## src/rtl/sct_pkg.sv

```systemverilog
package sct_pkg;

  typedef enum logic [1:0] {
    CPU_FILL  = 2'd0,
    CPU_LOAD  = 2'd1,
    CPU_STORE = 2'd2,
    CPU_IDLE  = 2'd3
  } cpu_op_e;

  // per-line update command, built by the top each cycle
  typedef struct packed {
    logic install;   // write tag and data, mark valid and clean
    logic write;     // replace data word
    logic set_rd;    // mark speculatively read
    logic set_mod;   // mark speculatively modified
    logic inval;     // drop the line
    logic clr;       // clear speculative flags
  } line_cmd_t;

endpackage

```

## src/rtl/sct_lookup.sv

```systemverilog
module sct_lookup #(
  parameter int NUM_LINES = 4,
  parameter int TAG_W     = 4,
  parameter int IDX_W     = 2
) (
  input  logic [IDX_W-1:0]                idx,
  input  logic [TAG_W-1:0]                tag,
  input  logic [NUM_LINES-1:0]            valid_vec,
  input  logic [NUM_LINES-1:0][TAG_W-1:0] tag_vec,
  output logic [NUM_LINES-1:0]            match
);

  for (genvar i = 0; i < NUM_LINES; i++) begin : g_cmp
    assign match[i] = valid_vec[i] && (tag_vec[i] == tag) && (idx == IDX_W'(i));
  end

endmodule

```

## src/rtl/sct_line.sv

```systemverilog
module sct_line
  import sct_pkg::*;
#(
  parameter int TAG_W  = 4,
  parameter int DATA_W = 8
) (
  input  logic              clk,
  input  logic              rst_n,
  input  line_cmd_t         cmd,
  input  logic [TAG_W-1:0]  tag_in,
  input  logic [DATA_W-1:0] data_in,
  output logic              valid_o,
  output logic              rd_o,
  output logic              mod_o,
  output logic [TAG_W-1:0]  tag_o,
  output logic [DATA_W-1:0] data_o
);

  logic              valid_q, valid_n;
  logic              rd_q, rd_n;
  logic              mod_q, mod_n;
  logic [TAG_W-1:0]  tag_q, tag_n;
  logic [DATA_W-1:0] data_q, data_n;
  logic              upd_en;

  assign upd_en = |cmd;

  always_comb begin
    valid_n = valid_q;
    rd_n    = rd_q;
    mod_n   = mod_q;
    tag_n   = tag_q;
    data_n  = data_q;
    if (cmd.clr) begin
      rd_n  = 1'b0;
      mod_n = 1'b0;
    end
    if (cmd.inval) begin
      valid_n = 1'b0;
      rd_n    = 1'b0;
      mod_n   = 1'b0;
    end
    if (cmd.install) begin
      valid_n = 1'b1;
      tag_n   = tag_in;
      data_n  = data_in;
      rd_n    = 1'b0;
      mod_n   = 1'b0;
    end
    if (cmd.write)   data_n = data_in;
    if (cmd.set_rd)  rd_n   = 1'b1;
    if (cmd.set_mod) mod_n  = 1'b1;
  end

  always_ff @(posedge clk or negedge rst_n) begin
    if (!rst_n) begin
      valid_q <= 1'b0;
      rd_q    <= 1'b0;
      mod_q   <= 1'b0;
      tag_q   <= '0;
      data_q  <= '0;
    end else if (upd_en) begin
      valid_q <= valid_n;
      rd_q    <= rd_n;
      mod_q   <= mod_n;
      tag_q   <= tag_n;
      data_q  <= data_n;
    end
  end

  assign valid_o = valid_q;
  assign rd_o    = rd_q;
  assign mod_o   = mod_q;
  assign tag_o   = tag_q;
  assign data_o  = data_q;

  AST_FLAGS_NEED_VALID: assert property (@(posedge clk) disable iff (!rst_n)
    (rd_q || mod_q) |-> valid_q);

  AST_CLEAR_FLAGS: assert property (@(posedge clk) disable iff (!rst_n)
    (cmd.clr && !cmd.set_rd && !cmd.set_mod) |=> (!rd_q && !mod_q));

  AST_FILL_CLEAN: assert property (@(posedge clk) disable iff (!rst_n)
    cmd.install |=> (valid_q && !rd_q && !mod_q));

endmodule

```

## src/rtl/sct_viol.sv

```systemverilog
module sct_viol (
  input  logic clk,
  input  logic rst_n,
  input  logic raise,
  input  logic ack,
  output logic viol
);

  logic viol_q, viol_n;

  always_comb begin
    viol_n = viol_q;
    if (raise)    viol_n = 1'b1;
    else if (ack) viol_n = 1'b0;
  end

  always_ff @(posedge clk or negedge rst_n) begin
    if (!rst_n) viol_q <= 1'b0;
    else        viol_q <= viol_n;
  end

  assign viol = viol_q;

  AST_VIOL_STICKY: assert property (@(posedge clk) disable iff (!rst_n)
    (viol_q && !ack) |=> viol_q);

  AST_VIOL_RELEASE: assert property (@(posedge clk) disable iff (!rst_n)
    (viol_q && ack) |=> !viol_q);

  AST_NO_SECOND_RAISE: assert property (@(posedge clk) disable iff (!rst_n)
    viol_q |-> !raise);

endmodule

```

## src/rtl/spec_viol_tracker.sv

```systemverilog
module spec_viol_tracker
  import sct_pkg::*;
#(
  parameter int NUM_LINES = 4,
  parameter int ADDR_W    = 6,
  parameter int DATA_W    = 8
) (
  input  logic              clk,
  input  logic              rst_n,
  input  logic [1:0]        cpu_op,
  input  logic [ADDR_W-1:0] cpu_addr,
  input  logic [DATA_W-1:0] cpu_wdata,
  output logic              ld_hit,
  output logic [DATA_W-1:0] ld_data,
  input  logic              snp_valid,
  input  logic [ADDR_W-1:0] snp_addr,
  input  logic              snp_has_data,
  input  logic [DATA_W-1:0] snp_data,
  input  logic              commit_done,
  input  logic              restart_ack,
  output logic              violation
);

  localparam int IDX_W = $clog2(NUM_LINES);
  localparam int TAG_W = ADDR_W - IDX_W;

  cpu_op_e                          op;
  logic [IDX_W-1:0]                 cpu_idx, snp_idx;
  logic [TAG_W-1:0]                 cpu_tag, snp_tag;
  logic [NUM_LINES-1:0]             valid_vec, rd_vec, mod_vec;
  logic [NUM_LINES-1:0][TAG_W-1:0]  tag_vec;
  logic [NUM_LINES-1:0][DATA_W-1:0] data_vec;
  logic [NUM_LINES-1:0]             cpu_match, snp_match;
  logic                             snp_hit, snp_rd_hit, viol_raise;
  logic                             commit_take, cpu_take, load_take;
  logic [DATA_W-1:0]                line_din;
  logic                             ld_hit_n;
  logic [DATA_W-1:0]                ld_data_n;

  assign op      = cpu_op_e'(cpu_op);
  assign cpu_idx = cpu_addr[IDX_W-1:0];
  assign cpu_tag = cpu_addr[ADDR_W-1:IDX_W];
  assign snp_idx = snp_addr[IDX_W-1:0];
  assign snp_tag = snp_addr[ADDR_W-1:IDX_W];

  sct_lookup #(.NUM_LINES(NUM_LINES), .TAG_W(TAG_W), .IDX_W(IDX_W)) u_cpu_lookup (
    .idx       (cpu_idx),
    .tag       (cpu_tag),
    .valid_vec (valid_vec),
    .tag_vec   (tag_vec),
    .match     (cpu_match)
  );

  sct_lookup #(.NUM_LINES(NUM_LINES), .TAG_W(TAG_W), .IDX_W(IDX_W)) u_snp_lookup (
    .idx       (snp_idx),
    .tag       (snp_tag),
    .valid_vec (valid_vec),
    .tag_vec   (tag_vec),
    .match     (snp_match)
  );

  // arbitration: snoop over commit over processor access
  assign snp_hit     = |snp_match;
  assign snp_rd_hit  = |(snp_match & rd_vec);
  assign viol_raise  = snp_valid && snp_rd_hit && !violation;
  assign commit_take = commit_done && !snp_valid;
  assign cpu_take    = !snp_valid && !commit_done && !violation && (op != CPU_IDLE);
  assign load_take   = cpu_take && (op == CPU_LOAD);
  assign line_din    = snp_valid ? snp_data : cpu_wdata;

  for (genvar i = 0; i < NUM_LINES; i++) begin : g_line
    line_cmd_t cmd;
    logic      sel_cpu;

    assign sel_cpu = (cpu_idx == IDX_W'(i));

    always_comb begin
      cmd = '0;
      if (viol_raise) begin
        cmd.clr   = 1'b1;
        cmd.inval = mod_vec[i] || (snp_match[i] && !snp_has_data);
        cmd.write = snp_match[i] && snp_has_data && !mod_vec[i];
      end else if (snp_valid) begin
        if (snp_match[i] && !mod_vec[i]) begin
          cmd.inval = !snp_has_data;
          cmd.write = snp_has_data;
        end
      end else if (commit_take) begin
        cmd.clr = 1'b1;
      end else if (cpu_take && sel_cpu) begin
        unique case (op)
          CPU_FILL:  cmd.install = !(valid_vec[i] && mod_vec[i]);
          CPU_LOAD:  cmd.set_rd  = cpu_match[i];
          CPU_STORE: begin
            cmd.write   = cpu_match[i];
            cmd.set_mod = cpu_match[i];
          end
          default:   cmd = '0;
        endcase
      end
    end

    sct_line #(.TAG_W(TAG_W), .DATA_W(DATA_W)) u_line (
      .clk     (clk),
      .rst_n   (rst_n),
      .cmd     (cmd),
      .tag_in  (cpu_tag),
      .data_in (line_din),
      .valid_o (valid_vec[i]),
      .rd_o    (rd_vec[i]),
      .mod_o   (mod_vec[i]),
      .tag_o   (tag_vec[i]),
      .data_o  (data_vec[i])
    );
  end

  sct_viol u_viol (
    .clk   (clk),
    .rst_n (rst_n),
    .raise (viol_raise),
    .ack   (restart_ack),
    .viol  (violation)
  );

  // load response
  always_comb begin
    ld_hit_n  = load_take && (|cpu_match);
    ld_data_n = data_vec[cpu_idx];
  end

  always_ff @(posedge clk or negedge rst_n) begin
    if (!rst_n) begin
      ld_hit  <= 1'b0;
      ld_data <= '0;
    end else begin
      ld_hit <= ld_hit_n;
      if (ld_hit_n) ld_data <= ld_data_n;
    end
  end

  AST_RAISE_FROM_SNOOP: assert property (@(posedge clk) disable iff (!rst_n)
    $rose(violation) |-> $past(snp_valid));

  AST_SNOOP_MISS_QUIET: assert property (@(posedge clk) disable iff (!rst_n)
    (snp_valid && !snp_hit) |=> !$rose(violation));

  AST_LOAD_IGNORED_IN_VIOL: assert property (@(posedge clk) disable iff (!rst_n)
    (violation && cpu_op == 2'd1) |=> !ld_hit);

  AST_COMMIT_BEATS_LOAD: assert property (@(posedge clk) disable iff (!rst_n)
    (commit_done && cpu_op == 2'd1) |=> !ld_hit);

endmodule

```

## config.mk

```make
export PLATFORM = sky130hd
export DESIGN_NAME = spec_viol_tracker
export DESIGN_NICKNAME = d
export VERILOG_FILES = /design/src/rtl/sct_pkg.sv /design/src/rtl/sct_lookup.sv /design/src/rtl/sct_line.sv /design/src/rtl/sct_viol.sv /design/src/rtl/spec_viol_tracker.sv
export SDC_FILE = /design/constraint.sdc
export NUM_CORES = 1
export LEC_CHECK = 0
export BUFFER_PORTS_ARGS = -buffer_cell sky130_fd_sc_hd__buf_2
export CORE_MARGIN = 2
export CORE_UTILIZATION = 55
export CTS_CLUSTER_SIZE = 8
export DETAILED_ROUTE_END_ITERATION = 7
export HOLD_SLACK_MARGIN = 0.12
export PLACE_DENSITY = 0.76
export SETUP_SLACK_MARGIN = 0.15
export SYNTH_ARGS = -nofsm -noshare
export SYNTH_HDL_FRONTEND = slang
export SYNTH_HIERARCHICAL = 1
export SYNTH_SLANG_ARGS = --single-unit
```

## constraint.sdc

```tcl
create_clock -name clk -period 3 [get_ports clk]
set_clock_uncertainty 0.05 [all_clocks]
set_input_delay 0 -clock clk [delete_from_list [all_inputs] [get_ports clk]]
set_output_delay 0 -clock clk [all_outputs]
set_load 0.1 [all_outputs]
```

==> results.cfg, run 1 <==
[critical_path]
critPathKind = register to register
max_stage_delay_ns = 0.57
worstPathMaxFanout = 6
worstPathArrival_ns = 2.88
critPathLaunch = g_line[3].u_line/tag_o[1]
cp_top_family = simple AND/OR/NAND/NOR gates
cp_slowest_cell = nor4_1
critPathBufInv = 1
timing.rr.start = g_line[3].u_line/tag_o[1]
endpoint_kind = register
path_cells = xnor2_1 > nand4_1 > nor4_1 > a22oi_1 > a211oi_2 > buf_4 > mux2i_1 > nor3_1 > a21o_1
cp.required_ns = 3.19
startpoint_type = register

[finish]
final_cells = 444
areaGrowthSynthToFinish_pct = 21.3
n_antenna_cell = 0
fin_util_pct = 69.9
drive_gt1_share_pct = 42.0
fin_nets = 398

[sta]
finalSetupViolations = 0
fmax_ghz = 0.371
rsz0062_at_grt = no
min_period_ns = 2.69
final-hold-violation-count = 0
relSlewSlack_pct = 42.1
fin_crit_sh_pct = 89.8
final-max-slew-violation-count = 0
worst_slack_ns = 0.307
worst_pin_slew_ns = 0.866
finalSetupTns_ns = 0

[place]
hpwlAfterDp_um = 5570
io_buffers = 45
gp_congestion = 0.930
place_ws_ns = 0.524
place_inst = 404

[job]
maxCapViolCount = 0

[route]
antenna_left = 0
wl_per_cell_um = 18.6
viasPerCell = 5.81
routed_wirelength_um = 8250
drtIter0Drc = 154
num_vias = 2580
drc = 0
drtPass1Iterations = 5

[floorplanning]
dieWidth_um = 86.3
initial_core_util_pct = 57.6
num_rows = 29
die_h_um = 86.3
core-area_sq_mm = 0.00646
io_pins = 46
dieArea_sq_mm = 0.00744

[power_and_ir_drop]
ir_worst_vdd_v = 0.000339
finalPower_mw = 2.62
pwr-share-seq_pct = 46.9
swShare_pct = 28.0
pwr-share-clk_pct = 33.3
powerDensity_mw_per_mm2 = 581
leakagePower_nw = 2.11
switchingPower_mw = 0.736
p_int_mw = 1.89
power_frac_comb_pct = 19.8

[yosys]
ys_ff_latch = 70
syn_area_per_cell_sq_um = 13.2
ys_warn_count = 6
syn_nets = 319
yosysSeqAreaShare_pct = 47.1
ys.flop_type = dfrtp_1
synthCells = 283
ys_async_sr_fraction_pct = 100
yosysUniqueCellTypes = 31
synth_edf_count = 0
netlist_area_sq_mm = 0.00372

[clock_tree]
cts-resized-gates = 0
cts-htree-levels = 3
clockRootBuffer = clkbuf_8
clockBufferDepth = 2
numCtsBuffers = 9
cts.sinks = 70
path_clk_slew_ns = 0.09
clk_latency_ns = 0.35
cts_tree = done

[status]
status = finished clean

[global_routing]
grt-ovfl-total = 0
grt_max_degree = 30
grt_pass1_vias = 2629
track_usage_pct = 23.8
grt_first_pass_wirelength_um = 13300
antenna_found_initial = 0

[hold_path]
min_path_type = input port to async pin
==> layout by cell type (no fill, tap or decap), types with 5 or more instances in the layout <==
master and instances:
nor4_1 5, dfrtp_1 70, buf_4 7, dlygate4sd3_1 24
nand2_1 6, mux2_4 5, mux4_2 5, xnor2_1 16
mux2_2 59, inv_1 9, nand3_1 11, clkbuf_8 9
nor3_1 5, nor2_1 12, xor2_1 16, a21o_1 10
buf_2 45
==> synth_stat cells (all sizes together), types with 2 or more instances <==
cell	n	share of area (%)
inv	9	0.91
nor3	5	0.67
nand2	6	0.60
mux4	8	5.1
buf	7	1.9
nor4	9	2.2
mux2i	4	1.1
dfrtp	70	47
nand4	2	0.34
a21oi	4	0.54
nand2b	4	0.67
xnor2	16	3.8
xor2	16	3.8
nand3	11	1.5
a21o	14	3.0
mux2	64	20
o22ai	4	0.67
or3	4	0.67
nor2	16	3.4
a2111oi	4	0.94
a22oi	2	0.40
==> sequential cells by signal, indices dropped and copies added (netlist names) <==
signal,cells
g_line.u_line/tag_o,16
ld_data,8
u_viol/viol,1
g_line.u_line/rd_o,4
g_line.u_line/data_o,32
g_line.u_line/mod_o,4
ld_hit,1
g_line.u_line/valid_o,4
==> worst min-delay path: stages <==
cell,delay [ns]
dlygate4sd3_1,0.52
buf_2,0.13
buf_4,0.30
==> power by group through the flow <==
| stage | clock (mW) | sequential (mW) | combinational (mW) |
|---|---|---|---|
| after CTS | 0.894 | 1.23 | 0.519 |
| final | 0.875 | 1.23 | 0.518 |
| after detailed placement | 0 | 1.25 | 0.487 |
| after global routing | 0.928 | 1.26 | 0.562 |
| after floorplan | 0 | 1.25 | 0.338 |
| after global placement | 0 | 1.24 | 0.471 |
==> routing by layer <==
| metal | vias up | global-route usage (%) | part of all wire [%] |
|---|---|---|---|
| met5 | - | 0 | 0 |
| met3 | 16 | 6.10 | 5.3 |
| met4 | 0 | 6.39 | 1.2 |
| li1 | 1190 | - | - |
| met2 | 74 | 38.0 | 48 |
| met1 | 1300 | 32.7 | 45 |
==> final cells by class <==
| cell class | count | area (sq um) |
|---|---|---|
| repair buffers | 76 | 518 |
| inverters | 9 | 33.8 |
| flip-flops and latches | 70 | 1750 |
| multi-input cells | 196 | 1890 |
| well taps | 77 | 96.3 |
| fillers | 456 | 1940 |
| clock inverters | 7 | 105 |
| clock buffers | 9 | 124 |
==> final timing paths <==
kind,end,slack [ns],depth (start not counted)
setup / recovery,g_line[1].u_line/mod_o,0.31,9
hold / removal,g_line[0].u_line/mod_o,0.15,3
setup reg to reg,g_line[1].u_line/mod_o,0.31,9
hold reg to reg,g_line[3].u_line/rd_o,0.45,1
max in group asynchronous,g_line[3].u_line/tag_o[1],1.53,3
min in group clk,g_line[3].u_line/rd_o,0.15,4
==> metrics by stage <==
| step | hold WS, ns | cell area, sq um |
|---|---|---|
| 2_1_floorplan | -0.346 | 3720 |
| 3_3_place_gp | -0.0774 | 4050 |
| 3_5_place_dp | -0.0679 | 4050 |
| 4_1_cts | 0.131 | 4510 |
| 5_1_grt | 0.160 | 4510 |
| 6_report | 0.150 | 4510 |
==> repair_timing <==
action	CTS	global route
setup buffers	0	0
endpoints found under the hold margin	122	0
endpoints found under the setup margin	0	0
hold buffers	24	0
==> kinds of logic (layout without fill, tap and decap cells) <==
| group | Yosys count | after routing | synth area share [%] |
|---|---|---|---|
| compound gates | 29 | 29 | 5.85 |
| xor+xnor | 32 | 32 | 7.53 |
| buf+inv | 17 | 101 | 2.96 |
| flops | 70 | 70 | 47.1 |
| mux | 76 | 76 | 26.1 |
| simple gates | 59 | 59 | 10.5 |
Power figures use the tool's default switching activity.
==> run 2: changes to the inputs <==
==> constraint.sdc (replaced) <==
create_clock -name clk -period 3 [get_ports clk]
set_clock_uncertainty 0.05 [all_clocks]
set_input_delay 0.15 -clock clk [delete_from_list [all_inputs] [get_ports clk]]
set_output_delay 0.15 -clock clk [all_outputs]
set_load 0.1 [all_outputs]
==> results.cfg, run 2 (synthesized netlist as in run 1, its figures left out) <==
[sta]
worst_pin_slew_ns = 0.641
final-hold-violation-count = 0
rsz0062_at_grt = no
fin_hold_ws_ns = 0.161
final-max-slew-violation-count = 0
finalSetupTns_ns = 0
relSlewSlack_pct = 56.8
fin_crit_sh_pct = 83.8
min_period_ns = 2.51
finalSetupViolations = 0
fmax_ghz = 0.398

[place]
place_inst = 407
hpwlAfterDp_um = 5630
gp_congestion = 0.864
place_area_sq_mm = 0.00407
io_buffers = 45

[clock_tree]
clockRootBuffer = clkbuf_8
cts_tree = done
cts_setup_buffers = 0
cts-resized-gates = 0
path_clk_slew_ns = 0.08
cts.sinks = 70
cts-htree-levels = 3
clk_latency_ns = 0.34
numCtsBuffers = 9
clockBufferDepth = 2

[floorplanning]
die_h_um = 86.3
dieArea_sq_mm = 0.00744
num_rows = 29
dieWidth_um = 86.3
core-area_sq_mm = 0.00646
initial_core_util_pct = 57.6
io_pins = 46

[critical_path]
cp_top_family = simple AND/OR/NAND/NOR gates
critPathKind = register to register
cp.required_ns = 3.23
max_stage_delay_ns = 0.50
worstPathMaxFanout = 6
critPathBufInv = 1
startpoint_type = register
worstPathArrival_ns = 2.75
endpoint_kind = register
path_cells = xnor2_1 > nand4_1 > nor4_1 > a22oi_1 > a211oi_2 > buf_4 > mux2i_1 > nor3_1 > a21o_1
cp_slowest_cell = nor4_1

[finish]
areaGrowthSynthToFinish_pct = 15.3
largest_reg_flops = 32
mostFrequentLayoutCells = 70 x dfrtp_1, 59 x mux2_2, 45 x buf_2
n_antenna_cell = 0
fin_nets = 379
fin_area_sq_mm = 0.00429
drive_gt1_share_pct = 45.1
final_cells = 425
mostFrequentLayoutCell = dfrtp_1

[global_routing]
antenna_found_initial = 0
track_usage_pct = 22.6
grt-ovfl-total = 0
grt_pass1_vias = 2555
grt_first_pass_wirelength_um = 12800
grt_max_degree = 30

[route]
num_vias = 2498
drtIter0Drc = 156
wl_per_cell_um = 18.2
viasPerCell = 5.88
drtPass1Iterations = 4
routed_wirelength_um = 7720
antenna_left = 0
drc = 0

[power_and_ir_drop]
ir_worst_vdd_v = 0.000359
leakagePower_nw = 2.02
powerDensity_mw_per_mm2 = 585
finalPower_mw = 2.51

[job]
maxCapViolCount = 0

[hold_path]
min_path_type = input port to register

[status]
status = finished clean
-- run 2: cell count changes in the layout (fill, tap and decap cells not counted), sizes merged --
| cell | previous run | this run |
|---|---|---|
| buf | 52 | 55 |
| inv | 12 | 13 |
| bufinv | 2 | 1 |
| dlygate4sd3 | 24 | 2 |
-- run 2: timing repair --
item | CTS | global route
hold endpoints to repair | 19 | 0
endpoints found under the setup margin | 0 | 0
hold buffers | 2 | 0
-- run 2: layer usage --
metal | track usage (%) | vias up | part of all wire (%) | wire, um
li1 | - | 1162 | - | -
met2 | 35.0 | 64 | 48 | 3730
met3 | 4.48 | 7 | 4.8 | 370
met4 | 8.66 | 0 | 1.3 | 100
met5 | 0 | - | 0 | 0
met1 | 31.9 | 1265 | 46 | 3510
-- run 2: worst paths after layout --
path	slack, ns	cells past startpoint	end	startpoint
setup / recovery	0.49	9	g_line[1].u_line/rd_o	g_line[3].u_line/tag_o[1]
min in group asynchronous	0.23	2	g_line[3].u_line/rd_o	rst_n
hold reg to reg	0.44	1	g_line[2].u_line/rd_o	g_line[2].u_line/rd_o
hold / removal	0.16	2	g_line[3].u_line/tag_o[2]	cpu_addr[4]
max in group asynchronous	1.94	3	g_line[3].u_line/data_o[0]	rst_n
setup reg to reg	0.49	9	g_line[1].u_line/rd_o	g_line[3].u_line/tag_o[1]
-- run 2: report_power, final --
group | internal [mW] | switching, mW
clock network | 0.397 | 0.392
registers | 1.11 | 0.121
logic | 0.274 | 0.214
-- run 2: layout make-up --
class,count,area [sq um]
Clock inverter,7,80.1
Multi-Input combinational cell,196,1890
Inverter,9,33.8
Sequential cell,70,1750
Fill cell,493,2170
Timing Repair Buffer,57,320
Clock buffer,9,124
Tap cell,77,96.3
-- run 2: worst register-to-register path: stages, from the launching register on --
cell and delay, ns:
dfrtp_1 0.42, xnor2_1 0.16, nand4_1 0.10, nor4_1 0.50
a22oi_1 0.19, a211oi_2 0.25, buf_4 0.19, mux2i_1 0.10
nor3_1 0.32, a21o_1 0.17
-- run 2: metrics by stage --
step	utilization, %	worst slack [ns]
after floorplan	-	0.725
after CTS	66.4	0.518
after global placement	63.0	0.539
final	66.4	0.487
after global routing	66.4	0.291
after detailed placement	63.0	0.538
==> run 3: changes to the inputs <==
--- a/config.mk
+++ b/config.mk
@@ -5,13 +5,14 @@
 export SDC_FILE = /design/constraint.sdc
 export NUM_CORES = 1
 export LEC_CHECK = 0
+export ABC_AREA = 1
 export BUFFER_PORTS_ARGS = -buffer_cell sky130_fd_sc_hd__buf_2
 export CORE_MARGIN = 2
-export CORE_UTILIZATION = 55
+export CORE_UTILIZATION = 54
 export CTS_CLUSTER_SIZE = 8
 export DETAILED_ROUTE_END_ITERATION = 7
 export HOLD_SLACK_MARGIN = 0.12
-export PLACE_DENSITY = 0.76
+export PLACE_DENSITY = 0.77
 export SETUP_SLACK_MARGIN = 0.15
 export SYNTH_ARGS = -nofsm -noshare
 export SYNTH_HDL_FRONTEND = slang
==> constraint.sdc (replaced) <==
create_clock -name clk -period 2.1 [get_ports clk]
set_clock_uncertainty 0.05 [all_clocks]
set_input_delay 0.105 -clock clk [delete_from_list [all_inputs] [get_ports clk]]
set_output_delay 0.105 -clock clk [all_outputs]
set_load 0.1 [all_outputs]
==> results.cfg, run 3 <==
[status]
status = finished clean

[power_and_ir_drop]
leakagePower_nw = 2.95
finalPower_mw = 3.70
powerDensity_mw_per_mm2 = 705
ir_worst_vdd_v = 0.000395

[sta]
worst_pin_slew_ns = 0.486
rsz0062_at_grt = yes
finalSetupViolations = 0
final-hold-violation-count = 0
finalSetupTns_ns = 0
final-max-slew-violation-count = 0
min_period_ns = 1.88
fmax_ghz = 0.532
fin_crit_sh_pct = 89.6
relSlewSlack_pct = 67.8

[floorplanning]
core-area_sq_mm = 0.00777
dieWidth_um = 94.0
num_rows = 32
io_pins = 46
initial_core_util_pct = 56.3
dieArea_sq_mm = 0.00883
die_h_um = 94.0

[yosys]
yosysSeqAreaShare_pct = 40.1
syn_area_per_cell_sq_um = 6.43
ys.flop_type = dfrtp_1
synth_edf_count = 0
ys_warn_count = 6
ys_ff_latch = 70
synth_most_common_cell = nand2_1
synthCells = 680
synth_common_cells = 365 x nand2_1, 70 x dfrtp_1, 69 x inv_1, 40 x nor2_1, 37 x o21ai_0
ys_async_sr_fraction_pct = 100
syn_nets = 716
synth_top_cell_area_share_pct = 40.1
yosysUniqueCellTypes = 24
synthTopCellsByArea = dfrtp_1 40%, nand2_1 31%, inv_1 5.9%
netlist_area_sq_mm = 0.00437
yosysTopAreaCell = dfrtp_1

[finish]
areaGrowthSynthToFinish_pct = 20.0
n_antenna_cell = 0
drive_gt1_share_pct = 16.9
fin_nets = 796
mostFrequentLayoutCells = 363 x nand2_1, 69 x inv_1, 68 x dfrtp_1
mostFrequentLayoutCell = nand2_1
largest_reg_flops = 32

[clock_tree]
clk_latency_ns = 0.35
path_clk_slew_ns = 0.08
numCtsBuffers = 9
clockBufferDepth = 2
cts.sinks = 70
cts_tree = done
cts-htree-levels = 3
clockRootBuffer = clkbuf_8

[route]
drtIter0Drc = 341
drc = 0
routed_wirelength_um = 11900
wl_per_cell_um = 13.7
drtPass1Iterations = 6
antenna_left = 0
viasPerCell = 5.11
num_vias = 4428

[critical_path]
startpoint_type = input port
worstPathArrival_ns = 2.06
timing.rr.start = g_line[0].u_line/tag_o[2]
reg2reg_to = g_line[0].u_line/rd_o
cp.required_ns = 2.27
r2r_cells = 15
critPathLaunch = cpu_addr[5]
worstPathMaxFanout = 9
endpoint_kind = register
r2r_slack_ns = 0.24
critPathKind = input port to register
endpoint = g_line[2].u_line/data_o[2]

[global_routing]
antenna_found_initial = 0
grt_pass1_vias = 4101
grt_first_pass_wirelength_um = 20000
grt-ovfl-total = 0
grt_max_degree = 42
track_usage_pct = 29.1

[place]
io_buffers = 45
gp_congestion = 0.953
hpwlAfterDp_um = 8510

[hold_path]
min_path_type = input port to register

[job]
maxCapViolCount = 0
-- run 3: cell type report --
cell class	instances	area (sq um)
Timing Repair Buffer	80	533
Clock inverter	7	128
Multi-Input combinational cell	510	2240
Sequential cell	70	1750
Tap cell	102	128
Inverter	89	337
Clock buffer	9	124
Fill cell	722	2520
-- run 3: cells by family (layout without fill, tap and decap cells) --
kind of cell / count (synthesis) / count (layout) / synth area share (%)
compound gates: 49 / 49 / 6.07
xor+xnor: 8 / 8 / 1.60
buf+inv: 100 / 185 / 9.67
flops: 70 / 70 / 40.1
simple gates: 453 / 453 / 42.6
-- run 3: timing repair --
action,CTS,global route
hold endpoints to repair,97,0
setup endpoints to repair,8,28
buffers inserted,0,2
hold buffers,12,0
gates cloned,0,0
pin swaps,0,3
resized for setup,4,13
-- run 3: critical path, stage by stage --
cell	delay, ns
dlygate4sd3_1	0.53
buf_2	0.22
nand2_1	0.11
nand2_1	0.09
nand3_1	0.10
nor2_2	0.18
nand2_1	0.11
o21ai_2	0.19
buf_4	0.19
nor2_4	0.07
nand2_1	0.07
nand2_1	0.07
-- run 3: metal layers --
layer	routed length, um	part of all wire (%)	GRT usage (%)	up-vias
met5	0	0	0	-
met4	174	1.5	9.42	0
met3	834	7.0	3.37	18
met2	5510	46	46.0	191
met1	5390	45	41.9	2018
li1	-	-	-	2201
-- run 3: per-stage QoR --
stage	utilization, %	area (sq um)	setup slack [ns]	hold slack [ns]	cells
final	67.5	5250	0.219	0.137	867
after floorplan	-	4370	0.199	-0.241	680
after global routing	67.5	5250	0.123	0.164	867
after CTS	66.9	5190	0.152	0.120	865
after detailed placement	61.9	4810	0.0746	0.0322	837
after global placement	61.9	4810	0.171	0.0189	837
-- run 3: worst min-delay path by stage --
stage | to | startpoint | cells after the start | slack (ns)
6_report | g_line[1].u_line/data_o[0] | snp_data[0] | 5 | 0.14
5_1_grt | g_line[2].u_line/rd_o | cpu_op[1] | 6 | 0.16
4_1_cts | g_line[1].u_line/data_o[0] | snp_data[0] | 5 | 0.12
3_5_place_dp | g_line[1].u_line/tag_o[1] | rst_n | 1 | 0.03
3_3_place_gp | g_line[1].u_line/tag_o[1] | rst_n | 1 | 0.02
2_1_floorplan | g_line[0].u_line/data_o[0] | rst_n | 0 | -0.24
-- run 3: power breakdown --
part	leakage, nW	switching (mW)	total (mW)	internal, mW
sequential	0.902	0.0931	1.57	1.48
clock	0.126	0.565	1.37	0.807
combinational	1.92	0.517	0.750	0.233
total	2.95	1.18	3.70	2.52
